<file path="src/rtl/irq_line_driver.sv">
module irq_line_driver #(
  parameter int NUM_LINES = 8,
  parameter int LEVEL_W   = 8,
  parameter int ADDR_W    = 16,
  parameter logic [5:0] REG_OFS = 6'h08
) (
  input  logic                          clk,
  input  logic                          rst_n,
  input  logic                          wr_en,
  input  logic [ADDR_W-1:0]             addr,
  input  logic [1:0]                    byte_en,
  input  logic [15:0]                   wdata,
  output logic [15:0]                   rdata,
  output logic [NUM_LINES*LEVEL_W-1:0]  irq_level,
  output logic                          bad_line
);

  localparam int WIN_BITS = 6;
  localparam int SEL_W    = 8;

  logic               hit;
  logic [SEL_W-1:0]   sel;
  logic               in_range;
  logic [LEVEL_W-1:0] new_lvl;

  assign hit      = wr_en && (addr[WIN_BITS-1:0] == REG_OFS) && byte_en[1];
  assign sel      = wdata[15:8];
  assign in_range = (32'(sel) < NUM_LINES);
  assign new_lvl  = byte_en[0] ? wdata[LEVEL_W-1:0] : '0;
  assign rdata    = '0;

  always_ff @(posedge clk) begin
    if (!rst_n)                bad_line <= 1'b0;
    else if (hit && !in_range) bad_line <= 1'b1;
  end

  for (genvar k = 0; k < NUM_LINES; k++) begin : g_line
    logic [LEVEL_W-1:0] lvl_q;

    always_ff @(posedge clk) begin
      if (!rst_n)                           lvl_q <= '0;
      else if (hit && sel == SEL_W'(k))     lvl_q <= new_lvl;
    end

    assign irq_level[k*LEVEL_W +: LEVEL_W] = lvl_q;

    a_r3_full_store: assert property (@(posedge clk) disable iff (!rst_n)
      (hit && sel == SEL_W'(k) && byte_en[0])
        |=> irq_level[k*LEVEL_W +: LEVEL_W] == $past(wdata[LEVEL_W-1:0]));

    a_r4_line_only: assert property (@(posedge clk) disable iff (!rst_n)
      (hit && sel == SEL_W'(k) && !byte_en[0])
        |=> irq_level[k*LEVEL_W +: LEVEL_W] == '0);

    a_r5_hold_other: assert property (@(posedge clk) disable iff (!rst_n)
      (!(wr_en && byte_en[1] && addr[WIN_BITS-1:0] == REG_OFS) || wdata[15:8] != SEL_W'(k))
        |=> $stable(irq_level[k*LEVEL_W +: LEVEL_W]));
  end

  a_r6_sticky: assert property (@(posedge clk) disable iff (!rst_n)
    bad_line |=> bad_line);

  a_r6_set: assert property (@(posedge clk) disable iff (!rst_n)
    (wr_en && byte_en[1] && addr[WIN_BITS-1:0] == REG_OFS && 32'(wdata[15:8]) >= NUM_LINES)
      |=> bad_line && $stable(irq_level));

  a_r2_off_window: assert property (@(posedge clk) disable iff (!rst_n)
    (addr[WIN_BITS-1:0] != REG_OFS) |=> $stable(irq_level) && (bad_line == $past(bad_line)));

endmodule

</file>
<file path="config.mk">
export PLATFORM = sky130hd
export DESIGN_NAME = irq_line_driver
export DESIGN_NICKNAME = d
export VERILOG_FILES = /design/src/rtl/irq_line_driver.sv
export SDC_FILE = /design/constraint.sdc
export NUM_CORES = 1
export LEC_CHECK = 0
export ABC_CLOCK_PERIOD_IN_PS = 1600
export BUFFER_PORTS_ARGS = -buffer_cell sky130_fd_sc_hd__buf_4
export CORE_MARGIN = 1
export CORE_UTILIZATION = 44
export CTS_BUF_LIST = sky130_fd_sc_hd__clkbuf_8
export DETAILED_ROUTE_END_ITERATION = 8
export HOLD_SLACK_MARGIN = 0.15
export PLACE_DENSITY_LB_ADDON = 0.05
export RECOVER_POWER = 25
export SLEW_MARGIN = 10
export SYNTH_ARGS = -nofsm -noshare
export SYNTH_HDL_FRONTEND = slang
export SYNTH_SLANG_ARGS = --single-unit
export TNS_END_PERCENT = 1
</file>
<file path="constraint.sdc">
create_clock -name clk -period 1.6 [get_ports clk]
set_clock_uncertainty 0.2 [all_clocks]
set_input_delay 0.16 -clock clk [delete_from_list [all_inputs] [get_ports clk]]
set_output_delay 0.16 -clock clk [all_outputs]
set_load 0.02 [all_outputs]
</file>
==> results of run 1 <==
-- cells in the mapped netlist (all sizes together) --
| cell | n |
|---|---|
| and2 | 1 |
| and4 | 1 |
| and4b | 1 |
| buf | 20 |
| clkbuf | 8 |
| conb | 1 |
| dfxtp | 65 |
| mux2i | 64 |
| nand2 | 72 |
| nand4 | 7 |
| nor4 | 2 |
| nor4b | 4 |
| nor4bb | 4 |
| o211a | 1 |
| o21a | 1 |
| or4 | 1 |
-- per-stage QoR --
step	TNS (ns)	power [mW]
after global placement	-0.216	1.84
final	0	3.16
after CTS	0	3.19
after global routing	0	3.28
after detailed placement	-0.939	1.84
after floorplan	0	1.78
-- path summary, 6_finish.rpt --
kind | start | end | slack [ns] | cells past startpoint
max | wdata[12] | bad_line$_SDFFE_PN0P_ | 0.30 | 4
max reg2reg | g_line[6].lvl_q[0]$_SDFFE_PN0P_ | g_line[6].lvl_q[0]$_SDFFE_PN0P_ | 0.75 | 2
min | wdata[14] | bad_line$_SDFFE_PN0P_ | 0.10 | 4
min reg2reg | g_line[5].lvl_q[7]$_SDFFE_PN0P_ | g_line[5].lvl_q[7]$_SDFFE_PN0P_ | 0.26 | 2
-- worst max-delay path, cell delays in order --
cell	delay (ns)
buf_4	0.12
or4_2	0.65
o211a_1	0.23
o21a_1	0.17
-- area by class of cell --
cell class,instances,area [um^2]
clock inverters,5,56.3
well taps,72,90.1
clock buffers,10,138
repair buffers,109,798
multi-input cells,175,1230
fillers,500,2030
flip-flops and latches,65,1300
-- layer usage --
metal,up-vias,GRT usage,wire length (um),part of all wire
met2,74,0.343,3060,0.49
met5,-,0,0,0
met3,6,0.0697,368,0.059
li1,1048,-,-,-
met1,987,0.241,2700,0.43
met4,0,0.0709,71,0.011
-- sequential cells by signal, indices dropped and copies added, names as in the netlist --
| register | cells |
|---|---|
| bad_line | 1 |
| g_line.lvl_q | 64 |
-- cell usage in the layout (no fill, tap or decap), types with 2 or more instances in the layout --
cell           instances
mux2i_1               64
conb_1                16
nor4bb_1               4
nor4b_1                3
clkbuf_1              30
dfxtp_1               65
nand2_1               72
buf_4                 70
nand4_2                6
dlygate4sd3_1          2
clkbuf_8              10
clkinv_2               2
buf_12                 7
-- logic make-up (layout without fill, tap and decap cells) --
logic type,Yosys count,in the layout,synth area share
AOI/OAI and AO/OA,2,2,0.00663
buffers and inverters,28,124,0.0663
DFF,65,65,0.492
muxes,64,64,0.242
other,1,16,0.00142
and+or+nand+nor,93,93,0.191
-- power by group --
group	internal, mW	switching [mW]
Clock	0.750	0.607
Combinational	0.0667	0.117
Sequential	1.62	0.0000755
Total	2.43	0.724
==> summary.txt, run 1 <==
Remaining DRCs: 0
First-pass GRT wire length: 9490 um
Dpl hpwl: 4230 um
Fin crit period: 1.30 ns
# diodes: 0
HP Class: in -> reg
Max rail drop VDD: 640 uV
Starting Density: 0.468
FF+latch count, synth: 65
DRT Pass-1 Iters: 4
Max cap viols: 0
Top cell type by total area after synthesis: dfxtp_1
RSZ-0062 raised after global routing: no
Register area share after synthesis: 0.492
GPL Wtd Cong: 0.710
Status: complete, no violations
Largest cells by area after synthesis: dfxtp_1, mux2i_1, nand2_1, buf_4, nand4_2
Worst setup SP type: input pin
Max FO, Critical Path: 2
Routed vias: 2115
Die width: 79.5 um
Synth top area share: 0.492
CP Data Required Time: 1.62 ns
IO Port Bufs: 91
Crit path capture type: register
Fmax: 768 MHz
Final count of pins violating max slew: 0
Clk root buf: clkbuf_8
P_leak: 1.89 nW
Final Util: 0.640
CTS resizes: 0
Floorplan row count: 27
Die Y: 79.5 um
Yosys cell types: 21
Setup ws final: 0.298 ns
DR vias/cell: 4.85
Initial antenna violation count: 0
H-tree depth: 3
Largest net degree at the start of global routing: 66
# IOs: 118
# Post-CTS Setup Buffers: 0
Post-Layout Cell Count: 436
Number of CTS-inserted buffers: 9
Grt ovf: 0
Vias in the first global route: 1955
Fin nets: 397
CTS tree: done
Final worst path period share: 0.814
Clk_lat worst skew: 0.33 ns
CTS Hold Bufs: 2
Power per cell area: 874 nW/um^2
Clock Path Buffers: 2
Pre-CTS setup slack: -0.0557 ns
Avg Cell Area, Syn: 10.4 um^2
1st-iter DRT viols: 63
Reg clk slew, reported paths: 0.07 ns
Hold_ws: 0.100 ns
Slew @ Worst Pin: 0.629 ns
WP data arrival: 1.33 ns
Post-route antenna net violation count: 0
Slew margin rel.: 0.580
Design area: 3610 um^2
Drt wl/cell: 14.2 um
Placed cells: 419
Area Growth Syn to Fin: 36.7%
Share of cells above drive strength 1: 0.283
Synth Cell Area: 2640 um^2
Clk sinks: 65
Drt total wl: 6200 um
Count of final setup violators: 0
DP Area: 3520 um^2
GRT Util Overall: 0.204
Kind of critical path: in -> reg
Gate count after technology mapping: 253
Final hold violation count: 0
Synthesis Warnings: 0
Die area: 6320 um^2
Core Box Area: 5640 um^2
(Power assumes the default switching activity.)
==> run 2: changes to the inputs <==
- ABC_CLOCK_PERIOD_IN_PS: 1600 -> 1100
- clock period: 1.6 -> 1.1 ns (I/O delays scaled with it)
==> run 2 against run 1 <==
Effect of this change: the run now ends with setup timing left; sequential share of layout area shrank 3.6 points; total power grew 39%; cell count grew 4.6%; non-clock buffer count grew 19; clock-buffer cell count shrank 1; critical path depth grew 1; worst setup slack lost 0.38 ns; global-route usage grew 2.8 points; critical path type unchanged.
==> summary.txt, run 2 (synthesis gave the netlist of run 1 again) <==
Dpl hpwl: 4450 um (+5.2%)
Fin crit period: 1.18 ns
Fmax: 847 MHz
# IOs: 118 (unchanged)
IO Port Bufs: 91 (unchanged)
Die Y: 79.5 um (unchanged)
Setup ws final: -0.0812 ns (-0.379 ns)
Max reg flops: 64 (unchanged)
Commonest non-fill, non-tap cell in the layout: buf_6
Clk root buf: clkbuf_8
1st-iter DRT viols: 72 (+14%)
CP Data Required Time: 1.16 ns (-0.46 ns)
Final worst path period share: 1.07
P_leak: 2.22 nW (+18%)
Share of cells above drive strength 1: 0.549 (+0.267)
Max cap viols: 0 (unchanged)
Largest net degree at the start of global routing: 60 (-9.1%)
Clk sinks: 65 (unchanged)
GRT Util Overall: 0.232 (+0.0280)
Final Util: 0.757 (+0.116)
Fin nets: 416 (+4.8%)
Post-route antenna net violation count: 0 (unchanged)
CP peak stage delay: 0.33 ns (-0.32 ns)
Drt total wl: 6780 um (+9.2%)
Starting Density: 0.468 (unchanged)
H-tree depth: 3 (unchanged)
Grt ovf: 0 (unchanged)
Core Box Area: 5640 um^2 (unchanged)
Max rail drop VDD: 699 uV (+9.2%)
WL met2: 3340 um (+9.0%)
Crit path capture type: register
Final TNS setup: -0.851 ns (-0.851 ns)
Vias in the first global route: 2172 (+11%)
Floorplan row count: 27 (unchanged)
Routed vias: 2255 (+6.6%)
Remaining DRCs: 0 (unchanged)
DP Area: 3610 um^2 (+2.7%)
Met1 wire length: 3000 um (+11%)
Drt wl/cell: 14.9 um (+4.4%)
Die area: 6320 um^2 (unchanged)
Number of CTS-inserted buffers: 9 (unchanged)
Die width: 79.5 um (unchanged)
Critical-path cell list: buf_6 -> nor4bb_4 -> buf_4 -> and4_4 -> mux2i_1
Design area: 4270 um^2 (+18%)
Clk_lat worst skew: 0.33 ns (about the same)
Final count of pins violating max slew: 0 (unchanged)
Worst setup SP type: input pin
CTS Hold Bufs: 9 (+7)
GPL Wtd Cong: 0.768 (+8.2%)
Reg clk slew, reported paths: 0.06 ns (about the same)
DR top layer: met4
Largest regs: g_line.lvl_q: 64 flops, bad_line: 1 flops
Failing checks: setup timing
DR vias/cell: 4.95 (+1.9%)
Register name with the most flops: g_line.lvl_q
Pre-CTS setup slack: -0.481 ns (-0.425 ns)
Most frequent cells in the layout: buf_6, nand2_1, dfxtp_2
Clock Path Buffers: 2 (unchanged)
# diodes: 0 (unchanged)
CP top delay family: simple AND/OR/NAND/NOR gates
CTS tree: done
Routed wl met3: 309 um (-16%)
Hold_ws: 0.0428 ns (-0.0572 ns)
Overall power: 4.38 mW (+39%)
HP Class: in -> reg
Initial antenna violation count: 0 (unchanged)
Final hold violation count: 0 (unchanged)
RSZ-0062 raised after global routing: yes
Post-Layout Cell Count: 456 (+4.6%)
Placed cells: 428 (+2.1%)
Kind of critical path: in -> reg
First-pass GRT wire length: 10800 um (+14%)
DRT Pass-1 Iters: 4 (unchanged)
WP data arrival: 1.24 ns (-0.09 ns)
Power per cell area: 1030 nW/um^2 (+17%)
Area Growth Syn to Fin: 61.6%
Slowest cell on crit path: and4_4
Status: complete, but fails checks
Max FO, Critical Path: 8 (+6)
Number of buffer and inverter stages on the critical path: 2 (+1)
Count of final setup violators: 48 (+48)
run 2: per-layer routing:
layer / vias up / track usage
li1: 1090 / -
met1: 1079 / 0.291
met2: 75 / 0.376
met3: 11 / 0.0583
met4: 0 / 0.102
met5: - / 0
run 2: cell type report:
| cell class | instances | area, um^2 |
|---|---|---|
| Tap cell | 72 | 90.1 |
| Multi-Input combinational cell | 175 | 1260 |
| Fill cell | 411 | 1370 |
| Sequential cell | 65 | 1380 |
| Timing Repair Buffer | 128 | 1370 |
| Clock inverter | 7 | 40.0 |
| Clock buffer | 9 | 124 |
run 2: worst paths after layout:
kind / start / end / slack (ns) / depth (start not counted)
worst max register to register: g_line[7].lvl_q[5]$_SDFFE_PN0P_ / g_line[7].lvl_q[5]$_SDFFE_PN0P_ / 0.27 / 2
worst min-delay path: wdata[14] / bad_line$_SDFFE_PN0P_ / 0.04 / 4
worst max-delay path: addr[5] / g_line[4].lvl_q[5]$_SDFFE_PN0P_ / -0.08 / 5
worst min register to register: g_line[3].lvl_q[2]$_SDFFE_PN0P_ / g_line[3].lvl_q[2]$_SDFFE_PN0P_ / 0.26 / 2
run 2: tightest hold or removal path, cell delays in order:
cell	delay, ns
buf_6	0.08
or4_4	0.11
o211a_1	0.13
o21a_1	0.11
run 2: report_power, final:
part           leakage (nW)  total, mW  switching (mW)  internal, mW
sequential            0.557       2.35        0.000117          2.35
clock                0.0953       1.66           0.870         0.795
combinational          1.57      0.364           0.199         0.166
run 2: repair_timing:
item,CTS,global route
resized for setup,134,10
pin swaps,4,2
setup buffers,2,0
gates cloned,1,0
hold endpoints to repair,65,50
setup endpoints to repair,130,130
==> run 3: changes to the inputs <==
- CORE_MARGIN: 1 -> 2
- CORE_UTILIZATION: 44 -> 42
- CTS_BUF_LIST: sky130_fd_sc_hd__clkbuf_8 -> not set
==> run 3 against run 2 <==
Effect of this change: the flow finishes with violations (hold timing, setup timing); highest routed layer unchanged; largest cell class is now buffers; first-iteration DRC count grew 24%; sequential power is essentially flat; worst setup slack lost 0.017 ns; register-to-register slack is essentially flat; global-route usage shrank 3.1 points; wire length grew 0.97%; clock-buffer cell count grew 1; hold slack lost 0.045 ns; non-clock buffer count shrank 3; critical path depth grew 2; total power grew 7.5%.
==> summary.txt, run 3 (synthesis gave the netlist of run 1 again) <==
CP top delay family: buffers and inverters
Vias in the first global route: 2202 (+1.4%)
Sequential Area: 1380 um^2 (about the same)
Share of cells above drive strength 1: 0.547 (-0.00211)
# IOs: 118 (unchanged)
Crit path capture type: register
Worst path most repeated cell: buf_12
1st-iter DRT viols: 89 (+24%)
Fin crit period: 1.20 ns (+0.0168 ns)
Final count of pins violating max slew: 0 (unchanged)
RSZ-0062 raised after global routing: yes
Drt total wl: 6840 um (+0.97%)
CP Data Required Time: 1.11 ns (-0.05 ns)
Max FO, Critical Path: 8 (unchanged)
Commonest non-fill, non-tap cell in the layout: buf_6
Clk sinks: 65 (unchanged)
WL met2: 3280 um (-1.9%)
Critical-path cell list: buf_6 -> nor4bb_4 -> buf_4 -> buf_12 -> nand4_2 -> buf_12 -> mux2i_1
H-tree depth: 3 (unchanged)
# diodes: 0 (unchanged)
Final TNS setup: -4.58 ns (-3.73 ns)
CTS tree: done
CP peak stage delay: 0.28 ns (-0.05 ns)
Most frequent cells in the layout: buf_6, nand2_1, mux2i_1, dfxtp_2, buf_4
GPL Wtd Cong: 0.675 (-12%)
DR vias/cell: 4.81 (-2.7%)
Largest regs: g_line.lvl_q: 64 flops, bad_line: 1 flops
GRT Util Overall: 0.202 (-0.0306)
Floorplan row count: 28 (+3.7%)
Fin nets: 413 (-0.72%)
DRT Pass-1 Iters: 4 (unchanged)
Hold_ws: -0.00172 ns (-0.0445 ns)
Initial antenna violation count: 0 (unchanged)
Final worst path period share: 1.09 (+0.0153)
Setup ws final: -0.0980 ns (-0.0168 ns)
Clock Path Buffers: 2 (unchanged)
Starting Density: 0.441 (-0.0273)
Status: complete, but fails checks
P_leak: 2.22 nW (-0.29%)
Clk root buf: clkbuf_8
First-pass GRT wire length: 11100 um (+2.7%)
DR top layer: met4
Die width: 83.3 um (+4.8%)
Grt ovf: 0 (unchanged)
Multi-input gate area: 1260 um^2 (unchanged)
Post-route antenna net violation count: 0 (unchanged)
Core Box Area: 5990 um^2 (+6.2%)
Failing checks: hold timing, setup timing
Drt wl/cell: 15.0 um (+1.2%)
Met1 wire length: 3030 um (+0.87%)
Number of CTS-inserted buffers: 9 (unchanged)
Kind of critical path: in -> reg
Power per cell area: 1090 nW/um^2 (+6.2%)
Routed vias: 2189 (-2.9%)
Number of buffer and inverter stages on the critical path: 4 (+2)
Dpl hpwl: 4510 um (+1.3%)
Routed wl met3: 460 um (+49%)
Slowest cell on crit path: nor4bb_4
Area Growth Syn to Fin: 63.5%
HP Class: in -> reg
WP data arrival: 1.21 ns (-0.03 ns)
Register name with the most flops: g_line.lvl_q
Max cap viols: 0 (unchanged)
Worst setup SP type: input pin
Fmax: 835 MHz (-1.4%)
Die Y: 83.3 um (+4.8%)
Clk_lat worst skew: 0.33 ns (about the same)
Max reg flops: 64 (unchanged)
Remaining DRCs: 0 (unchanged)
Largest net degree at the start of global routing: 61 (+1.7%)
Fill cells: 449 (+9.2%)
Reg clk slew, reported paths: 0.07 ns (about the same)
CTS Hold Bufs: 9 (unchanged)
Final hold violation count: 1 (+1)
IO Port Bufs: 91 (unchanged)
Max rail drop VDD: 782 uV (+12%)
Count of final setup violators: 64 (+33%)
Die area: 6940 um^2 (+9.9%)
-- run 3: final cells by class --
class / count / area share
clock buffers: 10 / 0.0319
clock inverters: 5 / 0.0130
multi-input cells: 175 / 0.292
flip-flops and latches: 65 / 0.320
well taps: 75 / 0.0217
repair buffers: 125 / 0.321
-- run 3: repair_timing --
| item | CTS | global route |
|---|---|---|
| setup endpoints to repair | 130 | 130 |
| cloned | 0 | 0 |
| pin swaps | 3 | 2 |
| endpoints found under the hold margin | 65 | 42 |
| buffers inserted | 1 | 0 |
| gates resized for setup | 135 | 7 |
-- run 3: path summary, 6_finish.rpt --
kind                              startpoint                               to  slack [ns]  depth (start not counted)
min                                wdata[11]            bad_line$_SDFFE_PN0P_      -0.002                          3
max reg2reg  g_line[0].lvl_q[0]$_SDFFE_PN0P_  g_line[0].lvl_q[0]$_SDFFE_PN0P_        0.27                          2
min reg2reg  g_line[3].lvl_q[0]$_SDFFE_PN0P_  g_line[3].lvl_q[0]$_SDFFE_PN0P_        0.26                          2
max                                  addr[4]  g_line[0].lvl_q[0]$_SDFFE_PN0P_        -0.1                          7
-- run 3: tightest hold or removal path, stage by stage --
cell     delay (ns)
buf_4          0.13
o211a_1        0.16
o21a_1         0.09
-- run 3: per-layer routing --
metal	GRT usage	vias to the layer above
li1	-	1077
met1	0.256	1028
met2	0.329	75
met3	0.0586	9
met4	0.0671	0
met5	0	-
-- run 3: where the power goes --
group / internal, mW / switching (mW) / total (mW)
registers: 2.35 / 0.000122 / 2.35
logic: 0.171 / 0.196 / 0.367
clock network: 1.09 / 0.899 / 1.99
-- run 3: per-stage QoR --
stage               power (mW)  instances  setup WS, ns  utilization  area, um^2
floorplan                 2.59        268        -0.445            -        2700
global placement          2.72        430        -0.460        0.606        3630
detailed placement        2.72        430        -0.467        0.606        3630
CTS                       4.75        455       -0.0531        0.716        4290
global route              4.89        455        -0.151        0.721        4320
finish                    4.71        455       -0.0980        0.721        4320
